**config.mk**
```make
export PLATFORM = sky130hd
export DESIGN_NAME = gpio_bank_ctrl
export DESIGN_NICKNAME = d
export VERILOG_FILES = /design/src/rtl/gpx_pkg.sv /design/src/rtl/gpx_sync.sv /design/src/rtl/gpx_regfile.sv /design/src/rtl/gpx_pad_ctrl.sv /design/src/rtl/gpx_rdmux.sv /design/src/rtl/gpio_bank_ctrl.sv
export SDC_FILE = /design/constraint.sdc
export NUM_CORES = 1
export LEC_CHECK = 0
export ABC_AREA = 1
export BUFFER_PORTS_ARGS = -buffer_cell sky130_fd_sc_hd__buf_2
export CAP_MARGIN = 20
export CORE_MARGIN = 2
export CORE_UTILIZATION = 48
export DETAILED_ROUTE_END_ITERATION = 8
export PLACE_DENSITY = 0.81
export SKIP_CTS_REPAIR_TIMING = 1
export SYNTH_ARGS = -nofsm -noshare
export SYNTH_HDL_FRONTEND = slang
export SYNTH_SLANG_ARGS = --single-unit
```
**constraint.sdc**
```tcl
create_clock -name clk -period 1.2 [get_ports clk]
set_input_delay 0.06 -clock clk [delete_from_list [all_inputs] [get_ports clk]]
set_output_delay 0.06 -clock clk [all_outputs]
set_load 0.05 [all_outputs]
```
**src/rtl/gpx_pkg.sv**
```systemverilog
package gpx_pkg;

    localparam int BYTE_W     = 8;
    localparam int ADDR_W     = 4;
    localparam int LANE_W     = 2;
    localparam int LANE_SLOTS = 3;
    localparam int MODE_W     = 2;

    typedef logic [ADDR_W-1:0] addr_t;
    typedef logic [BYTE_W-1:0] byte_t;
    typedef logic [LANE_W-1:0] lane_t;

    // Address map: byte lanes of data, a reserved window, then direction lanes and the mode byte.
    localparam int DATA_BASE = 0;
    localparam int HOLE_BASE = DATA_BASE + LANE_SLOTS;
    localparam int DIR_BASE  = HOLE_BASE + LANE_SLOTS;
    localparam int MODE_ADDR = DIR_BASE + LANE_SLOTS;

    // Per-bank drive policy, as held in each mode bit.
    typedef enum logic {
        BANK_DIRREG = 1'b0,
        BANK_PULLUP = 1'b1
    } bank_mode_e;

    typedef enum logic [1:0] {
        SEL_NONE = 2'd0,
        SEL_DATA = 2'd1,
        SEL_DIR  = 2'd2,
        SEL_MODE = 2'd3
    } reg_sel_e;

    typedef struct packed {
        reg_sel_e sel;
        lane_t    lane;
    } dec_t;

    function automatic dec_t decode_addr(addr_t a, int lanes);
        dec_t d;
        int   ai;
        ai     = int'(a);
        d.sel  = SEL_NONE;
        d.lane = '0;
        if (ai >= DATA_BASE && ai < DATA_BASE + lanes) begin
            d.sel  = SEL_DATA;
            d.lane = lane_t'(ai - DATA_BASE);
        end else if (ai >= DIR_BASE && ai < DIR_BASE + lanes) begin
            d.sel  = SEL_DIR;
            d.lane = lane_t'(ai - DIR_BASE);
        end else if (ai == MODE_ADDR) begin
            d.sel  = SEL_MODE;
        end
        return d;
    endfunction

    function automatic int lane_width(int lane, int pins);
        int rest;
        rest = pins - lane * BYTE_W;
        return (rest < BYTE_W) ? rest : BYTE_W;
    endfunction

endpackage

```
**src/rtl/gpx_sync.sv**
```systemverilog
module gpx_sync #(
    parameter int WIDTH = 20
) (
    input  logic             clk,
    input  logic             rst,
    input  logic [WIDTH-1:0] async_in,
    output logic [WIDTH-1:0] sync_out
);
    logic [WIDTH-1:0] stage1_q;
    logic [WIDTH-1:0] stage2_q;

    always_ff @(posedge clk) begin
        if (rst) begin
            stage1_q <= '1;
            stage2_q <= '1;
        end else begin
            stage1_q <= async_in;
            stage2_q <= stage1_q;
        end
    end

    assign sync_out = stage2_q;
endmodule

```
**src/rtl/gpx_regfile.sv**
```systemverilog
module gpx_regfile
    import gpx_pkg::*;
#(
    parameter int NUM_PINS = 20
) (
    input  logic                clk,
    input  logic                rst,
    input  logic                wr_en,
    input  dec_t                dec,
    input  byte_t               wr_data,
    output logic [NUM_PINS-1:0] data_q,
    output logic [NUM_PINS-1:0] dir_q,
    output logic [MODE_W-1:0]   mode_q
);
    localparam int LANES = (NUM_PINS + BYTE_W - 1) / BYTE_W;

    logic [NUM_PINS-1:0] data_d;
    logic [NUM_PINS-1:0] dir_d;
    logic [MODE_W-1:0]   mode_d;

    for (genvar i = 0; i < LANES; i++) begin : g_lane
        localparam int LO = i * BYTE_W;
        localparam int LW = lane_width(i, NUM_PINS);
        logic hit_data;
        logic hit_dir;
        assign hit_data = wr_en && (dec.sel == SEL_DATA) && (dec.lane == lane_t'(i));
        assign hit_dir  = wr_en && (dec.sel == SEL_DIR)  && (dec.lane == lane_t'(i));
        // Narrow lanes take only the low bits of the write byte.
        assign data_d[LO +: LW] = hit_data ? wr_data[LW-1:0] : data_q[LO +: LW];
        assign dir_d[LO +: LW]  = hit_dir  ? wr_data[LW-1:0] : dir_q[LO +: LW];
    end

    assign mode_d = (wr_en && dec.sel == SEL_MODE) ? wr_data[MODE_W-1:0] : mode_q;

    always_ff @(posedge clk) begin
        if (rst) begin
            data_q <= '1;
            dir_q  <= '1;
            mode_q <= '1;
        end else begin
            data_q <= data_d;
            dir_q  <= dir_d;
            mode_q <= mode_d;
        end
    end
endmodule

```
**src/rtl/gpx_pad_ctrl.sv**
```systemverilog
module gpx_pad_ctrl
    import gpx_pkg::*;
#(
    parameter int NUM_PINS = 20,
    parameter int LO_W     = 8
) (
    input  logic [NUM_PINS-1:0] data_q,
    input  logic [NUM_PINS-1:0] dir_q,
    input  logic [MODE_W-1:0]   mode_q,
    output logic [NUM_PINS-1:0] pad_oe,
    output logic [NUM_PINS-1:0] pad_out
);
    for (genvar p = 0; p < NUM_PINS; p++) begin : g_pin
        localparam int BANK = (p < LO_W) ? 0 : 1;
        bank_mode_e mode;
        assign mode = bank_mode_e'(mode_q[BANK]);
        always_comb begin
            if (mode == BANK_PULLUP) begin
                pad_oe[p]  = ~data_q[p];
                pad_out[p] = 1'b0;
            end else begin
                pad_oe[p]  = ~dir_q[p];
                pad_out[p] = data_q[p];
            end
        end
    end
endmodule

```
**src/rtl/gpx_rdmux.sv**
```systemverilog
module gpx_rdmux
    import gpx_pkg::*;
#(
    parameter int NUM_PINS = 20
) (
    input  logic                clk,
    input  logic                rst,
    input  logic                rd_en,
    input  dec_t                dec,
    input  logic [NUM_PINS-1:0] pin_sync,
    input  logic [NUM_PINS-1:0] dir_q,
    input  logic [MODE_W-1:0]   mode_q,
    output byte_t               rd_data
);
    localparam int LANES = (NUM_PINS + BYTE_W - 1) / BYTE_W;

    byte_t pin_lane [LANES];
    byte_t dir_lane [LANES];
    byte_t rd_next;

    for (genvar i = 0; i < LANES; i++) begin : g_lane
        localparam int LO = i * BYTE_W;
        localparam int LW = lane_width(i, NUM_PINS);
        assign pin_lane[i] = BYTE_W'(pin_sync[LO +: LW]);
        assign dir_lane[i] = BYTE_W'(dir_q[LO +: LW]);
    end

    always_comb begin
        rd_next = '0;
        case (dec.sel)
            SEL_DATA: if (int'(dec.lane) < LANES) rd_next = pin_lane[dec.lane];
            SEL_DIR:  if (int'(dec.lane) < LANES) rd_next = dir_lane[dec.lane];
            SEL_MODE: rd_next = BYTE_W'(mode_q);
            default:  rd_next = '0;
        endcase
    end

    always_ff @(posedge clk) begin
        if (rst) begin
            rd_data <= '0;
        end else if (rd_en) begin
            rd_data <= rd_next;
        end
    end
endmodule

```
**src/rtl/gpio_bank_ctrl.sv**
```systemverilog
module gpio_bank_ctrl
    import gpx_pkg::*;
#(
    parameter int NUM_PINS = 20,
    parameter int LO_W     = 8
) (
    input  logic                clk,
    input  logic                rst,
    input  logic [ADDR_W-1:0]   addr,
    input  logic [BYTE_W-1:0]   wr_data,
    input  logic                wr_en,
    input  logic                rd_en,
    output logic [BYTE_W-1:0]   rd_data,
    input  logic [NUM_PINS-1:0] pad_in,
    output logic [NUM_PINS-1:0] pad_oe,
    output logic [NUM_PINS-1:0] pad_out
);
    localparam int LANES = (NUM_PINS + BYTE_W - 1) / BYTE_W;

    dec_t                dec;
    logic [NUM_PINS-1:0] pin_sync;
    logic [NUM_PINS-1:0] data_q;
    logic [NUM_PINS-1:0] dir_q;
    logic [MODE_W-1:0]   mode_q;

    assign dec = decode_addr(addr, LANES);

    gpx_sync #(.WIDTH(NUM_PINS)) u_sync (
        .clk      (clk),
        .rst      (rst),
        .async_in (pad_in),
        .sync_out (pin_sync)
    );

    gpx_regfile #(.NUM_PINS(NUM_PINS)) u_regs (
        .clk     (clk),
        .rst     (rst),
        .wr_en   (wr_en),
        .dec     (dec),
        .wr_data (wr_data),
        .data_q  (data_q),
        .dir_q   (dir_q),
        .mode_q  (mode_q)
    );

    gpx_pad_ctrl #(.NUM_PINS(NUM_PINS), .LO_W(LO_W)) u_pads (
        .data_q  (data_q),
        .dir_q   (dir_q),
        .mode_q  (mode_q),
        .pad_oe  (pad_oe),
        .pad_out (pad_out)
    );

    gpx_rdmux #(.NUM_PINS(NUM_PINS)) u_rd (
        .clk      (clk),
        .rst      (rst),
        .rd_en    (rd_en),
        .dec      (dec),
        .pin_sync (pin_sync),
        .dir_q    (dir_q),
        .mode_q   (mode_q),
        .rd_data  (rd_data)
    );
endmodule

```
==> metrics.txt <==
status=finished, violations left; failing checks=setup timing; Hold Fails Final Rpt=0; final setup violation count=40; LEAKAGE=2.63 nW; I/O pins=84; GRT Total Usage=21.2%; Yosys cell types=23; Slew @ Worst Pin=258 ps; htree depth=3; vias in the first global route=3,108; f_max=727 MHz; Crit Path Class=reg2out; CTS tree=done; RSZ-0062 raised after global routing=true; initial antenna violation count=0; starting density of the core=a little over 50%; first-pass GRT wire length=14,200 um; row cnt=31; Worst Setup End Kind=output pin; Vias=3,680; final non-filler cell total=around 720; largest net degree at the start of global routing=34; cells after synthesis=~500; Max-slew headroom=between 80 and 90%; Post-DRT Antenna Nets=0; sequential fraction of the synthesis area=48.9%; DRC violations left=0; Syn Nets=530; WL per Instance=14.3 um; Core Footprint=7330 um^2; Ant. Diodes=0; clk_lat worst skew=360 ps; Pins Over Slew Limit=0; CTS sink count=90; layout cell share with drive strength beyond 1=36.8%; P per Cell Area=around 1200 nW/um^2; min Tclk post-route=~1400 ps; number of fillers in the final layout=about 520; final clock skew=approximately 13 ps; CP arrival=1320 ps; Avg Cell Area, Syn=7.46 um^2; yosys synthesis warning count=0; Clock transition at path regs=90 ps; Syn Std Cell Area=3690 um^2; max cap viols=0; final WL=a little over 10,000 um; hold crit path type=in2reg; Final period util=115%; GRT Residual Overflow=0; Pre-Repair DR Iteration Count=8; Crit path required time=~1100 ps; Iteration-0 DRC Markers=216; clock tree buffer depth=2; register bit count reported by yosys=90; CP Max Fanout=7; GPL Wtd Cong=0.889; Final Power=6.21 mW; worst setup margin=-176 ps; Critical Path Source Type=flop; Die Ht=91.6 um; worst vdd ir=0.974 mV; cts bufs inserted=9; vias per cell=5.13; die span in x=91.6 um; HPWL Detailed=approximately 6500 um; setup TNS=-3610 ps; Final #Nets=651; Die ar.=~8400 um^2; dpl cells=678; Port Buffer Count=83; root buffer cell=clkbuf_8; P&R area growth vs syn=46.2%
## worst max-delay path: stages, from the launching register on
cell and delay (ps):
dfxtp_4 470, buf_12 160, nand2_2 70, o21ai_2 80
buf_6 180
## state kept, by name, indices dropped and copies added (netlist names)
name / count
u_sync.stage1_q: 20
u_sync.sync_out: 20
u_rd.rd_data: 8
u_regs.data_q: 20
u_regs.dir_q: 20
u_regs.mode_q: 2
## cells in the mapped netlist
cell      count  share of area (%)
a21oi_1      22                3.0
a21oi_4       1               0.44
buf_1         1               0.10
buf_2         1               0.14
buf_4         4               0.81
buf_6         2               0.61
clkbuf_1     15                1.5
dfxtp_1      90                 49
inv_1        42                4.3
inv_2         4               0.41
nand2_1     147                 15
nand2_2       6                1.0
nand2_4       1               0.31
nand3_1      28                3.8
nand3_2       1               0.27
nand3b_1      3               0.61
nor2_1       28                2.9
nor2_2        2               0.34
nor2_4        2               0.61
o211ai_1     14                2.9
o21ai_0      31                4.2
o21ai_1       9                1.2
or2_2        40                6.8
## power by group
part	switching [mW]	internal (mW)
clock network	1.06	0.953
registers	0.0644	3.11
logic	0.615	0.415
total	1.74	4.48
## cell usage in the layout, fill, tap and decap left out, types with 5 or more instances in the layout
| cell | count |
|---|---|
| nand2_1 | 136 |
| dfxtp_1 | 88 |
| buf_2 | 43 |
| inv_1 | 42 |
| or2_2 | 40 |
| buf_6 | 39 |
| nand3_1 | 28 |
| a21oi_1 | 22 |
| dlygate4sd3_1 | 20 |
| buf_4 | 20 |
| nor2_4 | 18 |
| o21ai_1 | 15 |
| o211ai_1 | 14 |
| nand2_2 | 12 |
| nor2_1 | 12 |
| o21ai_0 | 11 |
| o21ai_2 | 9 |
| clkbuf_8 | 9 |
| buf_12 | 7 |
| nand2_4 | 6 |
| o21ai_4 | 5 |
## metal layers
| metal | wire length [um] | track usage, % | part of all wire [%] | vias up |
|---|---|---|---|---|
| li1 | - | - | - | 1800 |
| met1 | 3760 | 25.2 | 37 | 1670 |
| met2 | 5460 | 37.7 | 53 | 181 |
| met3 | 780 | 5.51 | 7.6 | 29 |
| met4 | 293 | 5.56 | 2.8 | 0 |
| met5 | 0 | 0 | 0 | - |
## logic make-up (layout without fill, tap and decap cells)
kind of cell    Yosys count  count (layout)  share of synthesized area [%]
buf+inv                  69             194                           7.87
simple gates            258             258                           31.6
flops                    90              90                           48.9
compound gates           77              77                           11.7
## through the flow
stage	setup WS, ps	hold slack, ps	util (%)	instance area (um^2)
4_1_cts	-281	-132	64.1	4700
3_5_place_dp	-241	244	61.5	4510
6_report	-176	3.60	73.5	5390
3_3_place_gp	-150	243	61.5	4510
2_1_floorplan	-229	164	-	3810
5_1_grt	-210	-4.51	73.5	5390
## cell type report
| cell class | count | area [um^2] | area share, % |
|---|---|---|---|
| clock buffer | 9 | 124 | 2.30 |
| clock inverter | 6 | 66.3 | 1.23 |
| inverter | 46 | 175 | 3.25 |
| multi-input combinational | 335 | 1860 | 34.5 |
| sequential | 90 | 1810 | 33.6 |
| tap | 99 | 124 | 2.30 |
| timing repair buffer | 133 | 1230 | 22.9 |
## worst paths after layout
path                 startpoint                 end  slack [ps]  cells past startpoint
max reg2reg    u_regs.mode_q[1]     u_rd.rd_data[1]          60                      6
min                  wr_data[5]    u_regs.dir_q[13]           4                      3
max            u_regs.mode_q[1]          pad_oe[11]        -180                      4
min reg2reg  u_sync.stage1_q[8]  u_sync.sync_out[8]         410                      1
No activity file was read; power rests on OpenSTA's default activity.
